<file path="config.mk">
export PLATFORM = sky130hd
export DESIGN_NAME = flash_guard
export DESIGN_NICKNAME = d
export VERILOG_FILES = /design/src/rtl/fsp_pkg.sv /design/src/rtl/fsp_prot_decode.sv /design/src/rtl/fsp_busy_timer.sv /design/src/rtl/fsp_cmd_judge.sv /design/src/rtl/flash_guard.sv
export SDC_FILE = /design/constraint.sdc
export NUM_CORES = 1
export LEC_CHECK = 0
export BUFFER_PORTS_ARGS = -buffer_cell sky130_fd_sc_hd__buf_2
export CAP_MARGIN = 20
export CORE_UTILIZATION = 40
export CTS_CLUSTER_SIZE = 25
export DETAILED_ROUTE_END_ITERATION = 7
export GPL_ROUTABILITY_DRIVEN = 1
export GPL_TIMING_DRIVEN = 0
export PLACE_DENSITY = 0.74
export SYNTH_ARGS = -nofsm -noshare
export SYNTH_HDL_FRONTEND = slang
export SYNTH_SLANG_ARGS = --single-unit
</file>
<file path="constraint.sdc">
create_clock -name clk -period 2.5 [get_ports clk]
set_input_delay 0.5 -clock clk [delete_from_list [all_inputs] [get_ports clk]]
set_output_delay 0.5 -clock clk [all_outputs]
set_load 0.01 [all_outputs]
</file>
<file path="src/rtl/fsp_pkg.sv">
package fsp_pkg;

    typedef enum logic [3:0] {
        OP_RDSR   = 4'd0,
        OP_WREN   = 4'd1,
        OP_WRDI   = 4'd2,
        OP_WRSR   = 4'd3,
        OP_READ   = 4'd4,
        OP_PROG   = 4'd5,
        OP_SERASE = 4'd6,
        OP_BERASE = 4'd7,
        OP_CERASE = 4'd8,
        OP_SLEEP  = 4'd9,
        OP_WAKE   = 4'd10
    } op_e;

    // Status byte layout; a neighbour reads these positions.
    typedef struct packed {
        logic       srp;
        logic [1:0] rsvd;
        logic [2:0] bp;
        logic       wel;
        logic       wip;
    } stat_t;

    // Bits a status write may change: SRP and the protect field.
    localparam logic [7:0] WR_MASK = 8'h9C;

    function automatic logic op_modifies(logic [3:0] op);
        return (op == OP_WRSR) || (op == OP_PROG) || (op == OP_SERASE) ||
               (op == OP_BERASE) || (op == OP_CERASE);
    endfunction

    function automatic logic op_addressed(logic [3:0] op);
        return (op == OP_PROG) || (op == OP_SERASE) || (op == OP_BERASE);
    endfunction

    // Number of guarded bytes from address zero upward.
    function automatic int unsigned guard_bytes(logic [2:0] bp, int unsigned array_bytes);
        int unsigned sixteenth;
        sixteenth = array_bytes / 16;
        if (bp[2])
            return array_bytes;
        case (bp[1:0])
            2'b01:   return sixteenth * 14;
            2'b10:   return sixteenth * 12;
            2'b11:   return sixteenth * 8;
            default: return 0;
        endcase
    endfunction

endpackage

</file>
<file path="src/rtl/fsp_prot_decode.sv">
module fsp_prot_decode #(
    parameter int unsigned ARRAY_BYTES = 65536,
    parameter int unsigned ADDR_W      = 24
) (
    input  logic [2:0]        bp,
    input  logic [ADDR_W-1:0] addr,
    output logic              guarded
);
    import fsp_pkg::*;

    localparam int unsigned AW = $clog2(ARRAY_BYTES);

    logic [AW:0] span;
    logic        below_span;
    logic        beyond_array;

    always_comb span = (AW+1)'(guard_bytes(bp, ARRAY_BYTES));

    assign below_span = ({1'b0, addr[AW-1:0]} < span);

    generate
        if (ADDR_W > AW) begin : g_upper
            assign beyond_array = |addr[ADDR_W-1:AW];
        end else begin : g_flat
            assign beyond_array = 1'b0;
        end
    endgenerate

    assign guarded = below_span || beyond_array;

endmodule

</file>
<file path="src/rtl/fsp_busy_timer.sv">
module fsp_busy_timer #(
    parameter int unsigned BUSY_CYCLES = 8
) (
    input  logic clk,
    input  logic rst,
    input  logic start,
    output logic busy,
    output logic finish
);
    localparam int unsigned CW = $clog2(BUSY_CYCLES + 1);

    logic [CW-1:0] left;

    always_ff @(posedge clk) begin
        if (rst) begin
            busy <= 1'b0;
            left <= '0;
        end else if (start && !busy) begin
            busy <= 1'b1;
            left <= CW'(BUSY_CYCLES);
        end else if (busy) begin
            if (left == CW'(1))
                busy <= 1'b0;
            left <= left - CW'(1);
        end
    end

    assign finish = busy && (left == CW'(1));

endmodule

</file>
<file path="src/rtl/fsp_cmd_judge.sv">
module fsp_cmd_judge (
    input  logic [3:0] op,
    input  logic       wip,
    input  logic       wel,
    input  logic       srp,
    input  logic [2:0] bp,
    input  logic       wp_n,
    input  logic       asleep,
    input  logic       guarded,
    output logic       accept
);
    import fsp_pkg::*;

    logic hw_locked;
    assign hw_locked = srp && !wp_n;

    always_comb begin
        accept = 1'b0;
        if (asleep) begin
            accept = (op == OP_WAKE);
        end else if (wip) begin
            accept = (op == OP_RDSR);
        end else begin
            case (op)
                OP_RDSR, OP_READ, OP_WREN, OP_WRDI, OP_SLEEP, OP_WAKE:
                    accept = 1'b1;
                OP_WRSR:
                    accept = wel && !hw_locked;
                OP_PROG, OP_SERASE, OP_BERASE:
                    accept = wel && !guarded;
                OP_CERASE:
                    accept = wel && (bp == 3'b000);
                default:
                    accept = 1'b0;
            endcase
        end
    end

endmodule

</file>
<file path="src/rtl/flash_guard.sv">
module flash_guard #(
    parameter int unsigned ARRAY_BYTES = 65536,
    parameter int unsigned BUSY_CYCLES = 8,
    parameter int unsigned ADDR_W      = 24
) (
    input  logic              clk,
    input  logic              rst,
    input  logic              cmd_valid,
    input  logic [3:0]        cmd_op,
    input  logic [ADDR_W-1:0] cmd_addr,
    input  logic [7:0]        cmd_data,
    input  logic              wp_n,
    output logic [7:0]        status_o,
    output logic              resp_valid,
    output logic              resp_accept,
    output logic              busy_o
);
    import fsp_pkg::*;

    logic [7:0] prot_q;
    logic       wel_q;
    logic       asleep_q;
    logic       wip;
    logic       op_done;
    logic       guarded;
    logic       accept;
    logic       take;
    stat_t      stat;

    assign stat = '{srp: prot_q[7], rsvd: 2'b00, bp: prot_q[4:2], wel: wel_q, wip: wip};

    fsp_prot_decode #(.ARRAY_BYTES(ARRAY_BYTES), .ADDR_W(ADDR_W)) i_decode (
        .bp      (stat.bp),
        .addr    (cmd_addr),
        .guarded (guarded)
    );

    fsp_cmd_judge i_judge (
        .op      (cmd_op),
        .wip     (stat.wip),
        .wel     (stat.wel),
        .srp     (stat.srp),
        .bp      (stat.bp),
        .wp_n    (wp_n),
        .asleep  (asleep_q),
        .guarded (guarded),
        .accept  (accept)
    );

    assign take = cmd_valid && accept;

    fsp_busy_timer #(.BUSY_CYCLES(BUSY_CYCLES)) i_timer (
        .clk    (clk),
        .rst    (rst),
        .start  (take && op_modifies(cmd_op)),
        .busy   (wip),
        .finish (op_done)
    );

    always_ff @(posedge clk) begin
        if (rst) begin
            prot_q      <= 8'h00;
            wel_q       <= 1'b0;
            asleep_q    <= 1'b0;
            resp_valid  <= 1'b0;
            resp_accept <= 1'b0;
        end else begin
            resp_valid  <= cmd_valid;
            resp_accept <= take;
            if (op_done)
                wel_q <= 1'b0;
            if (take) begin
                case (cmd_op)
                    OP_WREN:  wel_q    <= 1'b1;
                    OP_WRDI:  wel_q    <= 1'b0;
                    OP_WRSR:  prot_q   <= (prot_q & ~WR_MASK) | (cmd_data & WR_MASK);
                    OP_SLEEP: asleep_q <= 1'b1;
                    OP_WAKE:  asleep_q <= 1'b0;
                    default:  ;
                endcase
            end
        end
    end

    assign status_o = stat;
    assign busy_o   = wip;

endmodule

</file>
==> summary.txt, run 1 <==
Min path
  – Hold WC Path Type: primary input to flop

Placement
  – Post-Place Worst Slack: 0.1768 ns
  – RD Place Congestion: 0.7975
  – IO buf count: 31
  – Post-Place Cells: 172
  – Dpl hpwl: 1606 µm

CTS
  – Clk Latency, worst-skew pair: 0.29 ns
  – H-tree depth: 1
  – Clock Sinks: 13
  – Reg clk slew, reported paths: 0.07 ns
  – CTS Buffer Depth: 2
  – Clock tree from TritonCTS: done
  – Post-cts sizing count: 0
  – Clock tree root driver cell: clkbuf_4
  – Hold Buf Count CTS: 0
  – Clock buffer count from CTS: 3
  – Setup Fix Bufs, Post-CTS: 0

Routing
  – DR WL/cell: 11.46 µm
  – Drt pass-1 iters: 4
  – Drt via density: 5.170
  – Starting DRT DRC Count: 12
  – Final wirelength: 2017 µm
  – DRC viols: 0
  – Total number of vias: 910
  – DRT antenna net count: 0

STA
  – Final Hold Vio Count: 0
  – Final setup skew: 0.01013 ns
  – Final min period: 2.318 ns
  – Slew Limit Fails: 0
  – Achievable frequency: 0.4315 GHz
  – RSZ-0062 raised after global routing: false
  – Period utilization: 92.70%
  – Total Neg Setup Slack: 0 ns
  – Final hold slack: 0.4601 ns
  – Final setup margin: 0.1824 ns
  – Number of setup violations in the final report: 0

Pwr
  – Pwr dens: 349.9 nW/µm²
  – Int Power: 0.3062 mW
  – Sequential share of power: 50.9%
  – Psw: 0.1071 mW
  – Overall power: 0.4133 mW
  – Share of total power in combinational logic: 17.5%
  – Static Leakage: 0.5152 nW
  – Sw Share: 25.91%
  – Peak supply drop: 255.0 µV
  – Clock share of power: 31.6%

Finish
  – Post-route non-filler standard cell count: 176
  – Fill cell count: 223
  – Antenna Cells: 0
  – Area growth from synthesis to final layout: 22.92%
  – Nets: 196
  – Layout cells sized above 1: 33.11%

Status
  – Outcome: finished, final reports clean

Synthesis
  – Post-synth top flop: dfxtp_1
  – Yosys warns: 0
  – Synth top area cells: dfxtp_1 27%, ha_1 9.1%, mux2i_1 5.2%
  – Yosys cell types: 45
  – Number of synthesized flops with an enable pin: 0
  – Register area share after synthesis: 27.08%
  – Syn Std Cell Area: 960.9 µm²
  – Leading area contributor after synthesis: dfxtp_1
  – Share of Yosys cell area claimed by the top area cell type: 27.08%
  – Syn Area/Cell: 8.580 µm²
  – Flops & latches, synth: 13
  – Synth Instances: 112
  – Post-synth ARST share: 0%

Global routing
  – Initial antenna violation count: 0
  – Tot GR Track Use: 17.23%
  – Largest net degree at the start of global routing: 11
  – Vias in the first global route: 803
  – First-pass GRT wire length: 3332 µm
  – Total congestion overflow: 0

Critical path
  – WP data arrival: 2.52 ns
  – Worst Path Max Fanout: 4
  – Register-to-Register Setup Slack: 0.18 ns
  – Worst setup EP type: flop
  – Setup CP Type: flop to flop
  – Worst path required time: 2.71 ns
  – Crit start category: flop

Die
  – I/O pin count: 51
  – Die X: 51.02 µm
  – Starting density of the core: 43.03%
  – Core Region: 2233 µm²
  – Die Y: 51.02 µm
  – Num rows: 17
  – Die area: 2603 µm²

Flow run
  – Max Cap Viol: 0
## cells in the final DEF (no fill, tap or decap), drive strengths merged, types with 4 or more instances in the layout
cell type and count:
dfxtp 13, inv 8, ha 7, buf 39, nand2 12, nor3 4, nor2 7, mux2i 5
clkbuf 6
## metrics by stage
stage / utilization, % / area, µm²
2_1_floorplan: - / 964.7
3_3_place_gp: 51.71 / 1155
3_5_place_dp: 51.71 / 1155
4_1_cts: 52.89 / 1181
5_1_grt: 52.89 / 1181
6_report: 52.89 / 1181
## area by class of cell
| class | instances | area, µm² | area share [%] |
|---|---|---|---|
| timing repair buffer | 31 | 155.1 | 13.14 |
| tap | 28 | 35.03 | 2.966 |
| multi-input combinational | 82 | 608.1 | 51.48 |
| sequential | 13 | 260.3 | 22.03 |
| inverter | 8 | 30.03 | 2.542 |
| clock buffer | 4 | 26.28 | 2.225 |
| buffer | 10 | 66.31 | 5.614 |
## final timing paths
check	start	end	cells past startpoint
hold / removal	cmd_data[7]	prot_q[7]	3
hold reg to reg	prot_q[7]	prot_q[7]	2
setup reg to reg	prot_q[2]	prot_q[2]	9
setup / recovery	prot_q[2]	prot_q[2]	9
## routing by layer
layer,GRT usage [%],vias to the layer above,share of wire [%]
li1,-,465,-
met1,21.01,415,46
met2,28.51,25,47
met3,2.679,5,4.7
met4,9.722,0,2.5
met5,0,-,0
## kinds of logic (layout without fill, tap and decap cells)
group	after synthesis	count (layout)	synth area share [%]
adders and majority gates	7	7	9.114
and+or+nand+nor	44	44	27.34
muxes	5	5	5.209
xor gates and xnor gates	2	2	1.823
buffers and inverters	18	53	10.03
DFF	13	13	27.08
AOI/OAI and AO/OA	22	22	19.01
other	1	2	0.3903
## sequential cells by signal (all words and copies together), names as in the netlist
signal	cells
i_timer.left	4
wel_q	1
prot_q	4
resp_valid	1
asleep_q	1
i_timer.busy	1
resp_accept	1
## power by group through the flow
stage	combinational [mW]	sequential [mW]	clock [mW]
after floorplan	0.0407	0.216	0
after global placement	0.0699	0.215	0
after detailed placement	0.0720	0.215	0
after CTS	0.0723	0.210	0.135
after global routing	0.0803	0.211	0.142
final	0.0723	0.210	0.131
## Yosys cell counts, types with 2 or more instances
| library cell | count |
|---|---|
| inv_1 | 8 |
| nor4_1 | 2 |
| a211oi_1 | 2 |
| nand3_1 | 2 |
| o21ai_0 | 2 |
| nand2_1 | 12 |
| ha_1 | 7 |
| mux2i_1 | 5 |
| a21oi_1 | 3 |
| nor2b_1 | 2 |
| dfxtp_1 | 13 |
| nor2_1 | 6 |
| buf_4 | 5 |
| o21a_1 | 2 |
| nor3_1 | 4 |
| a21o_1 | 2 |
| clkbuf_1 | 2 |
| nand2b_1 | 3 |
| a41o_1 | 2 |
| nand4_1 | 2 |
| buf_2 | 2 |
## worst max-delay path: stages, from the launching register on
cell	delay, ns
dfxtp_1	0.38
inv_1	0.08
ha_1	0.18
or2_2	0.27
ha_1	0.27
o21a_1	0.11
a21oi_1	0.08
o32a_4	0.22
nor4_4	0.42
mux2i_1	0.23
(Power assumes the default switching activity.)
==> inputs of run 2 (changes only) <==
==> constraint.sdc (replaced) <==
create_clock -name clk -period 2.25 [get_ports clk]
set_input_delay 0.45 -clock clk [delete_from_list [all_inputs] [get_ports clk]]
set_output_delay 0.45 -clock clk [all_outputs]
set_load 0.01 [all_outputs]
==> run 2 against run 1 <==
Hold slack lost 0.049 ns. Via count grew 1.1%. Clock power grew 11%. Wire length grew 2.5%. Sequential share of layout area shrank 0.50 points. Critical path depth is the same. Count of clock-buffer cells in the layout is the same.
==> summary.txt, run 2 (synthesis gave the netlist of run 1 again) <==
Critical path
  – R2R cell count: 9
  – FF-to-FF Start: prot_q[3]
  – Worst Path Max Fanout: 5
  – WP data arrival: 2.31 ns
  – Worst setup startpoint: prot_q[3]
  – Crit start category: flop
  – Setup CP Type: flop to flop
  – Worst path required time: 2.43 ns
  – Worst setup EP type: flop

Die
  – Core Region: 2233 µm²
  – Die area: 2603 µm²
  – Die X: 51.02 µm
  – Die Y: 51.02 µm
  – Num rows: 17
  – Starting density of the core: 43.03%
  – I/O pin count: 51

CTS
  – Clock buffer count from CTS: 3
  – Reg clk slew, reported paths: 0.08 ns
  – Clock tree root driver cell: clkbuf_4
  – Clk Latency, worst-skew pair: 0.29 ns
  – Clock tree from TritonCTS: done
  – H-tree depth: 1
  – CTS Buffer Depth: 2
  – Clock Sinks: 13

Global routing
  – First-pass GRT wire length: 3332 µm
  – Initial antenna violation count: 0
  – Tot GR Track Use: 17.23%
  – Largest net degree at the start of global routing: 11
  – Vias in the first global route: 803
  – Total congestion overflow: 0

STA
  – Final setup skew: 0.01103 ns
  – Final min period: 2.126 ns
  – Period utilization: 94.49%
  – RSZ-0062 raised after global routing: false
  – Total Neg Setup Slack: 0 ns
  – Number of setup violations in the final report: 0
  – Final Hold Vio Count: 0
  – Achievable frequency: 0.4704 GHz
  – Slew Limit Fails: 0

Routing
  – Drt via density: 5.169
  – Total number of vias: 920
  – DRT antenna net count: 0
  – Final wirelength: 2067 µm
  – Drt pass-1 iters: 4
  – Starting DRT DRC Count: 21
  – DR WL/cell: 11.61 µm
  – DRC viols: 0

Finish
  – Area growth from synthesis to final layout: 26.95%
  – Nets: 198
  – Most common cell after layout, fill and taps aside: buf_2
  – Largest regs: i_timer.left (4), prot_q (4)
  – Layout cells sized above 1: 37.33%
  – Finished Core Util: 54.62%
  – Antenna Cells: 0
  – Most frequent cells in the layout: 33 x buf_2, 12 x nand2_1, 11 x dfxtp_1

Min path
  – Worst hold start: cmd_data[7]
  – WHS Path Cells: 3
  – Hold WC Path Type: primary input to flop

Flow run
  – Max Cap Viol: 0

Pwr
  – Peak supply drop: 277.2 µV
  – Pwr dens: 378.1 nW/µm²
  – Static Leakage: 0.5331 nW

Placement
  – RD Place Congestion: 0.7975
  – IO buf count: 31
  – Dpl hpwl: 1606 µm

Status
  – Outcome: finished, final reports clean
run 2: area by class of cell:
| class | instances | area, µm² |
|---|---|---|
| multi-input combinational | 82 | 629.4 |
| buffer | 10 | 66.31 |
| fill | 220 | 1013 |
| sequential | 13 | 262.8 |
| inverter | 8 | 30.03 |
| clock buffer | 4 | 26.28 |
| tap | 28 | 35.03 |
| timing repair buffer | 33 | 170.2 |
run 2: final timing paths:
kind         slack (ns)         endpoint
max reg2reg        0.12  i_timer.left[3]
min reg2reg        0.48        prot_q[7]
max                0.12  i_timer.left[3]
min                0.41        prot_q[7]
run 2: what timing repair did:
item	in CTS	in global routing
buffers inserted	0	2
resized for setup	1	6
hold buffers	0	0
setup endpoints to repair	7	9
pin swaps	1	3
run 2: metal layers:
layer	part of all wire [%]	global-route usage (%)
met4	2.5	9.722
met1	46	21.01
met5	0	0
met3	4.5	2.679
met2	47	28.51
run 2: stage by stage:
| step | area, µm² | std cells | hold WS [ns] | setup WS, ns | total power [mW] |
|---|---|---|---|---|---|
| floorplan | 964.7 | 113 | 0.4486 | 0.03971 | 0.2853 |
| global placement | 1155 | 172 | 0.4618 | -0.008280 | 0.3168 |
| global route | 1220 | 178 | 0.4128 | 0.03150 | 0.4834 |
| finish | 1220 | 178 | 0.4116 | 0.1240 | 0.4612 |
| CTS | 1185 | 176 | 0.4035 | 0.007402 | 0.4652 |
| detailed placement | 1155 | 172 | 0.4717 | -0.07317 | 0.3190 |
run 2: report_power, final:
group / switching, mW / internal (mW)
Combinational: 0.0428 / 0.0397
Sequential: 0.00118 / 0.233
Clock: 0.0760 / 0.0690
run 2: worst max-delay path: stages, from the launching register on:
cell and delay, ns:
dfxtp_2 0.34, inv_1 0.07, ha_1 0.27, nand2_1 0.05, ha_1 0.19, or3b_4 0.39
a21oi_2 0.16, o32a_4 0.21, nor2_2 0.08, o31a_1 0.27
